## config.mk

```make
export PLATFORM = sky130hd
export DESIGN_NAME = quad_wire_codec
export DESIGN_NICKNAME = d
export VERILOG_FILES = /design/src/rtl/quad_wire_pkg.sv /design/src/rtl/qw_word_encode.sv /design/src/rtl/qw_word_detect.sv /design/src/rtl/qw_tx_seq.sv /design/src/rtl/qw_rx_seq.sv /design/src/rtl/qw_coded_ops.sv /design/src/rtl/quad_wire_codec.sv
export SDC_FILE = /design/constraint.sdc
export NUM_CORES = 1
export LEC_CHECK = 0
export ABC_AREA = 0
export BUFFER_PORTS_ARGS = -buffer_cell sky130_fd_sc_hd__buf_2
export CAP_MARGIN = 15
export CORE_ASPECT_RATIO = 0.5
export CORE_UTILIZATION = 50
export CTS_CLUSTER_DIAMETER = 150
export DETAILED_ROUTE_END_ITERATION = 10
export HOLD_SLACK_MARGIN = 0.02
export PLACE_DENSITY_LB_ADDON = 0.08
export SYNTH_ARGS = -nofsm -noshare
export SYNTH_HDL_FRONTEND = slang
export SYNTH_HIERARCHICAL = 1
export SYNTH_SLANG_ARGS = --single-unit
```

## constraint.sdc

```tcl
create_clock -name clk -period 3 [get_ports clk]
set_input_delay 0.15 -clock clk [delete_from_list [all_inputs] [get_ports clk]]
set_output_delay 0.15 -clock clk [all_outputs]
set_load 0.03 [all_outputs]
```

## src/rtl/quad_wire_pkg.sv

```systemverilog
package quad_wire_pkg;

    typedef enum logic [1:0] {
        TX_SPACE = 2'd0,
        TX_CODE  = 2'd1,
        TX_RTZ   = 2'd2
    } tx_state_t;

    typedef enum logic {
        RX_WAIT = 1'b0,
        RX_HOLD = 1'b1
    } rx_state_t;

    // binary pair -> one-hot symbol
    function automatic logic [3:0] pair_to_wires(input logic [1:0] p);
        return 4'b0001 << p;
    endfunction

    // one-hot symbol -> binary pair (upper: wire 2 or 3, lower: wire 1 or 3)
    function automatic logic [1:0] wires_to_pair(input logic [3:0] w);
        return {w[3] | w[2], w[3] | w[1]};
    endfunction

    // two or more wires high
    function automatic logic sym_multi(input logic [3:0] w);
        return (w[0] & w[1]) | (w[0] & w[2]) | (w[0] & w[3]) |
               (w[1] & w[2]) | (w[1] & w[3]) | (w[2] & w[3]);
    endfunction

endpackage

```

## src/rtl/qw_word_encode.sv

```systemverilog
module qw_word_encode
    import quad_wire_pkg::*;
#(
    parameter int NSYM = 4
) (
    input  logic [2*NSYM-1:0] data,
    output logic [4*NSYM-1:0] wires
);
    for (genvar k = 0; k < NSYM; k++) begin : g_lane
        assign wires[4*k +: 4] = pair_to_wires(data[2*k +: 2]);
    end
endmodule

```

## src/rtl/qw_word_detect.sv

```systemverilog
module qw_word_detect
    import quad_wire_pkg::*;
#(
    parameter int NSYM = 4
) (
    input  logic [4*NSYM-1:0] wires,
    output logic              done,
    output logic              empty,
    output logic              err,
    output logic [2*NSYM-1:0] data
);
    logic [NSYM-1:0] sym_any;
    logic [NSYM-1:0] sym_multi_v;

    for (genvar k = 0; k < NSYM; k++) begin : g_sym
        assign sym_any[k]      = |wires[4*k +: 4];
        assign sym_multi_v[k]  = sym_multi(wires[4*k +: 4]);
        assign data[2*k +: 2]  = wires_to_pair(wires[4*k +: 4]);
    end

    // word completion: AND of per-symbol OR, with no symbol overfull
    assign done  = (&sym_any) & ~(|sym_multi_v);
    assign empty = ~(|wires);
    assign err   = |sym_multi_v;
endmodule

```

## src/rtl/qw_tx_seq.sv

```systemverilog
module qw_tx_seq
    import quad_wire_pkg::*;
#(
    parameter int NSYM = 4
) (
    input  logic              clk,
    input  logic              rst,
    input  logic              tx_valid,
    input  logic              tx_ack,
    input  logic [4*NSYM-1:0] code_in,
    output logic              tx_ready,
    output logic [4*NSYM-1:0] tx_wires
);
    tx_state_t         state_q, state_d;
    logic [4*NSYM-1:0] code_q;

    always_ff @(posedge clk) begin
        if (rst) begin
            state_q <= TX_SPACE;
            code_q  <= '0;
        end else begin
            state_q <= state_d;
            if (state_q == TX_SPACE && tx_valid) code_q <= code_in;
        end
    end

    always_comb begin
        state_d = state_q;
        unique case (state_q)
            TX_SPACE: if (tx_valid) state_d = TX_CODE;
            TX_CODE:  if (tx_ack)   state_d = TX_RTZ;
            TX_RTZ:   if (!tx_ack)  state_d = TX_SPACE;
            default:                state_d = TX_SPACE;
        endcase
    end

    always_comb begin
        tx_ready = 1'b0;
        tx_wires = '0;
        unique case (state_q)
            TX_SPACE: tx_ready = 1'b1;
            TX_CODE:  tx_wires = code_q;
            TX_RTZ:   tx_wires = '0;
            default:  tx_wires = '0;
        endcase
    end
endmodule

```

## src/rtl/qw_rx_seq.sv

```systemverilog
module qw_rx_seq
    import quad_wire_pkg::*;
#(
    parameter int NSYM = 4
) (
    input  logic              clk,
    input  logic              rst,
    input  logic              done,
    input  logic              empty,
    input  logic [2*NSYM-1:0] data_in,
    output logic              rx_ack,
    output logic              rx_strobe,
    output logic [2*NSYM-1:0] rx_data
);
    rx_state_t         state_q, state_d;
    logic [2*NSYM-1:0] data_q;
    logic              strobe_q;
    logic              capture;

    assign capture = (state_q == RX_WAIT) && done;

    always_ff @(posedge clk) begin
        if (rst) begin
            state_q  <= RX_WAIT;
            data_q   <= '0;
            strobe_q <= 1'b0;
        end else begin
            state_q  <= state_d;
            strobe_q <= capture;
            if (capture) data_q <= data_in;
        end
    end

    always_comb begin
        state_d = state_q;
        unique case (state_q)
            RX_WAIT: if (done)  state_d = RX_HOLD;
            RX_HOLD: if (empty) state_d = RX_WAIT;
            default:            state_d = RX_WAIT;
        endcase
    end

    always_comb begin
        rx_ack    = 1'b0;
        rx_strobe = strobe_q;
        rx_data   = data_q;
        unique case (state_q)
            RX_WAIT: rx_ack = 1'b0;
            RX_HOLD: rx_ack = 1'b1;
            default: rx_ack = 1'b0;
        endcase
    end
endmodule

```

## src/rtl/qw_coded_ops.sv

```systemverilog
module qw_coded_ops #(
    parameter int NSYM = 4,
    localparam int IW  = $clog2(2*NSYM)
) (
    input  logic [4*NSYM-1:0] wires,
    input  logic              sh_in,
    input  logic [IW-1:0]     ext_idx,
    output logic [4*NSYM-1:0] sh_wires,
    output logic              ext_bit,
    output logic              ext_known
);
    // per-symbol rails for each bit of the pair
    logic [NSYM-1:0] hi_set, hi_clr, lo_set, lo_clr;

    for (genvar k = 0; k < NSYM; k++) begin : g_rail
        assign hi_set[k] = wires[4*k+3] | wires[4*k+2];
        assign hi_clr[k] = wires[4*k+1] | wires[4*k+0];
        assign lo_set[k] = wires[4*k+3] | wires[4*k+1];
        assign lo_clr[k] = wires[4*k+2] | wires[4*k+0];
    end

    // shifted symbol k: upper <- lower bit of k, lower <- upper bit of k-1
    for (genvar k = 0; k < NSYM; k++) begin : g_shift
        logic in_set, in_clr;
        if (k == 0) begin : g_first
            assign in_set = sh_in;
            assign in_clr = ~sh_in;
        end else begin : g_rest
            assign in_set = hi_set[k-1];
            assign in_clr = hi_clr[k-1];
        end
        assign sh_wires[4*k+0] = lo_clr[k] & in_clr;
        assign sh_wires[4*k+1] = lo_clr[k] & in_set;
        assign sh_wires[4*k+2] = lo_set[k] & in_clr;
        assign sh_wires[4*k+3] = lo_set[k] & in_set;
    end

    // single-bit extraction
    logic [IW-2:0] sym_sel;
    logic [3:0]    sym_w;
    assign sym_sel   = ext_idx[IW-1:1];
    assign sym_w     = wires[4*sym_sel +: 4];
    assign ext_bit   = ext_idx[0] ? (sym_w[3] | sym_w[2]) : (sym_w[3] | sym_w[1]);
    assign ext_known = |sym_w;
endmodule

```

## src/rtl/quad_wire_codec.sv

```systemverilog
module quad_wire_codec #(
    parameter int NSYM = 4,
    localparam int DW  = 2*NSYM,
    localparam int CW  = 4*NSYM,
    localparam int IW  = $clog2(2*NSYM)
) (
    input  logic          clk,
    input  logic          rst,
    input  logic          tx_valid,
    input  logic [DW-1:0] tx_data,
    output logic          tx_ready,
    output logic [CW-1:0] tx_wires,
    input  logic          tx_ack,
    input  logic [CW-1:0] rx_wires,
    output logic          rx_done,
    output logic          rx_empty,
    output logic          rx_err,
    output logic          rx_ack,
    output logic          rx_strobe,
    output logic [DW-1:0] rx_data,
    input  logic [IW-1:0] ext_idx,
    output logic          ext_bit,
    output logic          ext_known,
    input  logic          sh_in,
    output logic [CW-1:0] sh_wires
);
    logic [CW-1:0] enc_code;
    logic [DW-1:0] dec_word;

    qw_word_encode #(.NSYM(NSYM)) u_enc (
        .data  (tx_data),
        .wires (enc_code)
    );

    qw_tx_seq #(.NSYM(NSYM)) u_tx (
        .clk      (clk),
        .rst      (rst),
        .tx_valid (tx_valid),
        .tx_ack   (tx_ack),
        .code_in  (enc_code),
        .tx_ready (tx_ready),
        .tx_wires (tx_wires)
    );

    qw_word_detect #(.NSYM(NSYM)) u_det (
        .wires (rx_wires),
        .done  (rx_done),
        .empty (rx_empty),
        .err   (rx_err),
        .data  (dec_word)
    );

    qw_rx_seq #(.NSYM(NSYM)) u_rx (
        .clk       (clk),
        .rst       (rst),
        .done      (rx_done),
        .empty     (rx_empty),
        .data_in   (dec_word),
        .rx_ack    (rx_ack),
        .rx_strobe (rx_strobe),
        .rx_data   (rx_data)
    );

    qw_coded_ops #(.NSYM(NSYM)) u_ops (
        .wires     (rx_wires),
        .sh_in     (sh_in),
        .ext_idx   (ext_idx),
        .sh_wires  (sh_wires),
        .ext_bit   (ext_bit),
        .ext_known (ext_known)
    );
endmodule

```

==> reports/summary.txt, run 1 <==
Outcome = finished clean
Final Skew = 0.001532 ns
Slowest CP cell = a2111oi_2
# DRC = 0
Clock-pin transition on the worst setup and hold timing paths = 0.09 ns
Antenna violations before repair = 0
HP Class = primary input to flip-flop
Final WL = 4294 microns
Syn-to-layout area delta = 25.16%
Hold path depth = 2
Worst path arrival time = 1.71 ns
Crit share post-route = 0.6203
H-tree level count = 1
Remaining global-route overflow = 0
Power, Total = 847.9 uW
R2r setup slk = 1.40 ns
Worst EP required = 2.85 ns
Fin. max-slew vios = 0
Via count = 1,812
Row Count = 15
Starting density of the core = 0.5397
CP endpoint kind = primary output
Ys flop type = dfxtp_1
Final TNS setup = 0 ns
Post-route setup slack = 1.139 ns
Sequential fraction of the synthesis area = 0.2928
Pwr dens = 353.9 nW/um^2
Worst skew pair latency = 0.27 ns
Endpoint, Worst Hold = u_tx/state_q[1]$_SDFFE_PP0P_
Slew @ Worst Pin = 1.028 ns
Cell repeated most along the worst path = buf_2
Critical path cell sequence = buf_2 > nor2_1 > o2111a_1 > nand4_2 > a2111oi_2 > buf_4 > buf_2
Share of post-route cells with drive strength above 1 = 0.4047
Reg2reg path depth = 2
MaxCap Viol Count = 0
HPWL after DPL = 3200 microns
Post CTS Setup Buffer Count = 0
Pre-antenna DRT Iters = 4
Synth cell types = 41
Die X = 89.51 microns
Final core utilization = 0.6755
Place WS = 1.074 ns
Mapped cell area = 1914 sq um
Clk root buf = clkbuf_8
Port bufs = 79
Synth Instances = 224
LEAKAGE = 0.001091 uW
CTS Buf Count = 3
Achievable Freq = 537.4 MHz
Final setup viols = 0
Worst VDD drop = 166.7 uV
Antenna cells = 0
CTS tree = done
Synth Net Count = 256
WP buf/inv = 3
Avg Cell Area, Syn = 8.546 sq um
Drt wl/cell = 12.27 microns
Post-CTS sizing = 0
Hold Vio Cnt, Final = 0
Clk sinks = 28
Minimum clock period = 1.861 ns
Hold path startpoint = tx_ack
Reg-to-Reg End = u_tx/code_q[1]$_SDFFE_PP0P_
CP delay by family, top = compound AO/OA/AOI/OAI gates
Vias per cell = 5.177
Unrepaired setup endpoints after global routing = false
Worst setup path start = rx_wires[15]
Chip height = 45.76 microns
Post-CTS Hold Fix Bufs = 0
Vias in the first global route = 1,574
Commonest non-fill, non-tap cell in the layout = buf_2
Most frequent cells in the layout = 79 x buf_2, 42 x nand2b_1, 36 x nor2_1
Yosys reg bits = 28
# IOs = 80
Nature of the critical path startpoint = primary input
Crit Path Max Fanout = 11
Nets@finish = 332
Reg-to-reg startpoint = u_tx/state_q[1]$_SDFFE_PP0P_
Final cell area excluding filler cells = 2396 sq um
Global-route wire length before repair = 6686 microns
GRT Util Overall = 0.2119
Slowest stage delay, CP = 0.35 ns
Full die area = 4095 sq um
RePlAce Congestion = 0.9675
Setup CP Type = primary input to primary output
Post-synth EDFFs = 0
Syn. warnings = 6
Max-slew headroom = 0.3139
Iter 0 DRT Violations = 26
Core ar. = 3547 sq um
Area post-placement = 2341 sq um
CTS Buffer Depth = 2
Fill cells = 295
Pin count of the biggest net entering global routing = 53
Antenna Nets Post-Route = 0
Ys async rst share = 0
-- Yosys cell counts (3+ instances only) --
cell type | number | area share
nor3_1 | 3 | 0.0078
or2_2 | 6 | 0.020
clkbuf_1 | 6 | 0.012
nor3b_1 | 3 | 0.012
and2b_2 | 9 | 0.041
o22ai_1 | 3 | 0.0098
dfxtp_1 | 28 | 0.29
nor2b_1 | 3 | 0.0098
nand4bb_1 | 8 | 0.047
and2_1 | 4 | 0.013
nor2_1 | 36 | 0.071
and2_2 | 16 | 0.063
nand2b_1 | 42 | 0.14
mux2i_1 | 18 | 0.094
o21ai_1 | 8 | 0.021
-- cell families after synthesis --
family | after synthesis | share of synthesized area
AND/OR/NAND/NOR | 140 | 0.4614
flip-flops | 28 | 0.2928
AO/OA/AOI/OAI | 24 | 0.09346
multiplexers | 20 | 0.1196
buffers and inverters | 11 | 0.02810
XOR/XNOR | 1 | 0.004576
-- layout make-up --
cell class / count / area (sq um) / share of cell area
multi-input combinational: 185 / 1306 / 0.5452
sequential: 28 / 560.5 / 0.2339
timing repair buffer: 80 / 402.9 / 0.1681
tap: 51 / 63.81 / 0.02663
clock buffer: 4 / 55.05 / 0.02298
inverter: 2 / 7.507 / 0.003133
-- sequential cells by signal, summed over array words and instances (netlist names) --
| signal | count |
|---|---|
| u_tx/state_q | 2 |
| u_rx/rx_data | 8 |
| u_rx/rx_strobe | 1 |
| u_tx/code_q | 16 |
| u_rx/state_q | 1 |
-- power breakdown --
| part | switching (uW) | total, uW | internal (uW) |
|---|---|---|---|
| registers | 7.73 | 391 | 383 |
| clock network | 108 | 225 | 117 |
| logic | 138 | 232 | 93.0 |
-- layer usage --
metal  GRT usage  vias up  wire [microns]
met1      0.2445      810            1858
met5           0        -               0
met4     0.07302        0              42
met3     0.04891        5             318
met2      0.3954       77            2075
li1            -      920               -
-- metrics by stage --
step           instances  hold WS [ns]
4_1_cts              350        0.1338
6_report             350        0.1393
2_1_floorplan        224        0.3116
5_1_grt              350        0.1332
3_5_place_dp         346        0.4274
3_3_place_gp         346        0.4293
-- how the worst max path moves through the flow --
| stage | endpoint | slack, ns | cells after the start |
|---|---|---|---|
| after floorplan | u_rx/rx_data[0]$_SDFFE_PP0P_ | 0.34 | 6 |
| after global placement | u_rx/rx_data[5]$_SDFFE_PP0P_ | 1.18 | 8 |
| after detailed placement | u_rx/rx_data[1]$_SDFFE_PP0P_ | 1.07 | 8 |
| after CTS | rx_done | 1.15 | 7 |
| after global routing | rx_done | 1.0 | 7 |
| final | rx_done | 1.14 | 7 |
No activity file was read; power rests on OpenSTA's default activity.
==> run 2, diff against run 1 <==
Settings changed: CORE_UTILIZATION 50 to 48.
Clock period 3 ns to 1.81 ns, I/O delays scaled along.
==> reports/summary.txt, run 2 (synthesized netlist as in run 1, its figures left out) <==
Outcome = finished clean
Fin. max-slew vios = 0 (unchanged)
Post-CTS Hold Fix Bufs = 0 (unchanged)
Pre-antenna DRT Iters = 4 (unchanged)
Antenna Nets Post-Route = 0 (unchanged)
# DRC = 0 (unchanged)
Worst path arrival time = 1.55 ns (-0.16 ns)
Slew @ Worst Pin = 0.6229 ns (-0.4052 ns)
Clock share of power = 0.268 (+0.002)
CTS Buf Count = 3 (unchanged)
GRT Util Overall = 0.2066 (-0.005293)
Chip height = 46.66 microns (+2.0%)
Remaining global-route overflow = 0 (unchanged)
Worst skew pair latency = 0.27 ns (about the same)
Post CTS Setup Buffer Count = 0 (unchanged)
Storage element area = 560.5 sq um (unchanged)
Pin count of the biggest net entering global routing = 53 (unchanged)
Die X = 91.31 microns (+2.0%)
Drt wl/cell = 12.31 microns (+0.37%)
Max reg flops = 16 (unchanged)
Vias per cell = 5.150 (-0.52%)
CTS Buffer Depth = 2 (unchanged)
# IOs = 80 (unchanged)
Hold slack = 0.08424 ns (-0.05510 ns)
Setup CP Type = primary input to primary output
Fill cells = 322 (+9.2%)
Cells after DPL = 349 (+0.87%)
Hold Vio Cnt, Final = 0 (unchanged)
Minimum clock period = 1.641 ns
Final setup viols = 0 (unchanged)
Row Count = 15 (unchanged)
R2r setup slk = 0.63 ns (-0.77 ns)
Crit share post-route = 0.9064
Clk sinks = 28 (unchanged)
Largest register by flop count = u_tx/code_q
Share of post-route cells with drive strength above 1 = 0.4139 (+0.009225)
H-tree level count = 1 (unchanged)
Clock-pin transition on the worst setup and hold timing paths = 0.09 ns (about the same)
Worst VDD drop = 257.1 uV (+54%)
Nets@finish = 335 (+0.90%)
Syn-to-layout area delta = 27.58%
Unrepaired setup endpoints after global routing = false
Clk root buf = clkbuf_8
MaxCap Viol Count = 0 (unchanged)
Core ar. = 3622 sq um (+2.1%)
Starting density of the core = 0.5285 (-0.01119)
Area of the multi-input gates = 1330 sq um (+1.8%)
Post-CTS sizing = 0 (unchanged)
Post-route setup slack = 0.1695 ns (-0.9696 ns)
RePlAce Congestion = 0.9251 (-4.4%)
Power, Total = 1423 uW (+68%)
Antenna cells = 0 (unchanged)
Switching Share = 0.3050 (+0.005244)
Antenna violations before repair = 0 (unchanged)
Worst EP required = 1.72 ns (-1.13 ns)
Crit Path Max Fanout = 7 (-4)
Vias in the first global route = 1,550 (-1.5%)
Final Skew = 0.003189 ns (+0.001657 ns)
Iter 0 DRT Violations = 35 (+35%)
Gate power share = 0.276 (+0.003)
Achievable Freq = 609.6 MHz
Port bufs = 79 (unchanged)
Nature of the critical path startpoint = primary input
CP endpoint kind = primary output
LEAKAGE = 0.001104 uW (+1.2%)
Seq pwr share = 0.456 (-0.005)
Sw power = 434.0 uW (+71%)
Final core utilization = 0.6743 (-0.001219)
Post-route insts no fill = 353 (+0.86%)
Final WL = 4347 microns (+1.2%)
Most frequent cells in the layout = 79 x buf_2, 42 x nand2b_1, 35 x nor2_1
Commonest non-fill, non-tap cell in the layout = buf_2
HP Class = primary input to flip-flop
Pwr dens = 582.6 nW/um^2 (+65%)
Full die area = 4260 sq um (+4.0%)
HPWL after DPL = 3198 microns (about the same)
Place WS = 0.06664 ns (-1.007 ns)
Via count = 1,818 (+0.33%)
CTS tree = done
Global-route wire length before repair = 6817 microns (+2.0%)
Cell-internal power = 989.0 uW (+67%)
Max-slew headroom = 0.5848 (+0.2709)
[run 2: per-layer routing]
layer	wire length [microns]	part of all wire	track usage	up-vias
met5	0	0	0	-
met4	44	0.010	0.07302	0
met3	237	0.055	0.04950	6
met2	2006	0.46	0.3712	64
met1	2059	0.47	0.2520	824
li1	-	-	-	924
[run 2: stage by stage]
stage                     TNS [ns]  area (sq um)
after CTS                        0          2442
after global placement           0          2387
after global routing             0          2442
after floorplan             -1.434          1938
after detailed placement         0          2387
final                            0          2442
[run 2: power groups by stage]
stage	Combinational (uW)	Sequential, uW	Clock (uW)
global route	424	652	422
floorplan	261	660	0
CTS	393	649	398
detailed placement	391	663	0
finish	393	648	382
global placement	388	661	0
[run 2: final cells by class]
type,instances,area share
repair buffers,83,0.1742
well taps,51,0.02613
flip-flops and latches,28,0.2295
clock buffers,4,0.02254
multi-input cells,185,0.5446
inverters,2,0.003074
[run 2: worst max-delay path: stages]
cell and delay (ns):
buf_2 0.14, or2_1 0.25, or3_1 0.34, nor4_1 0.25
and4_1 0.26, buf_2 0.22
[run 2: worst paths after layout]
kind,cells past startpoint,end,start
max,6,rx_empty,rx_wires[7]
min,2,u_tx/state_q[1]$_SDFFE_PP0P_,tx_ack
max reg2reg,3,u_tx/code_q[7]$_SDFFE_PP0P_,u_tx/state_q[1]$_SDFFE_PP0P_
min reg2reg,2,u_tx/code_q[13]$_SDFFE_PP0P_,u_tx/code_q[13]$_SDFFE_PP0P_
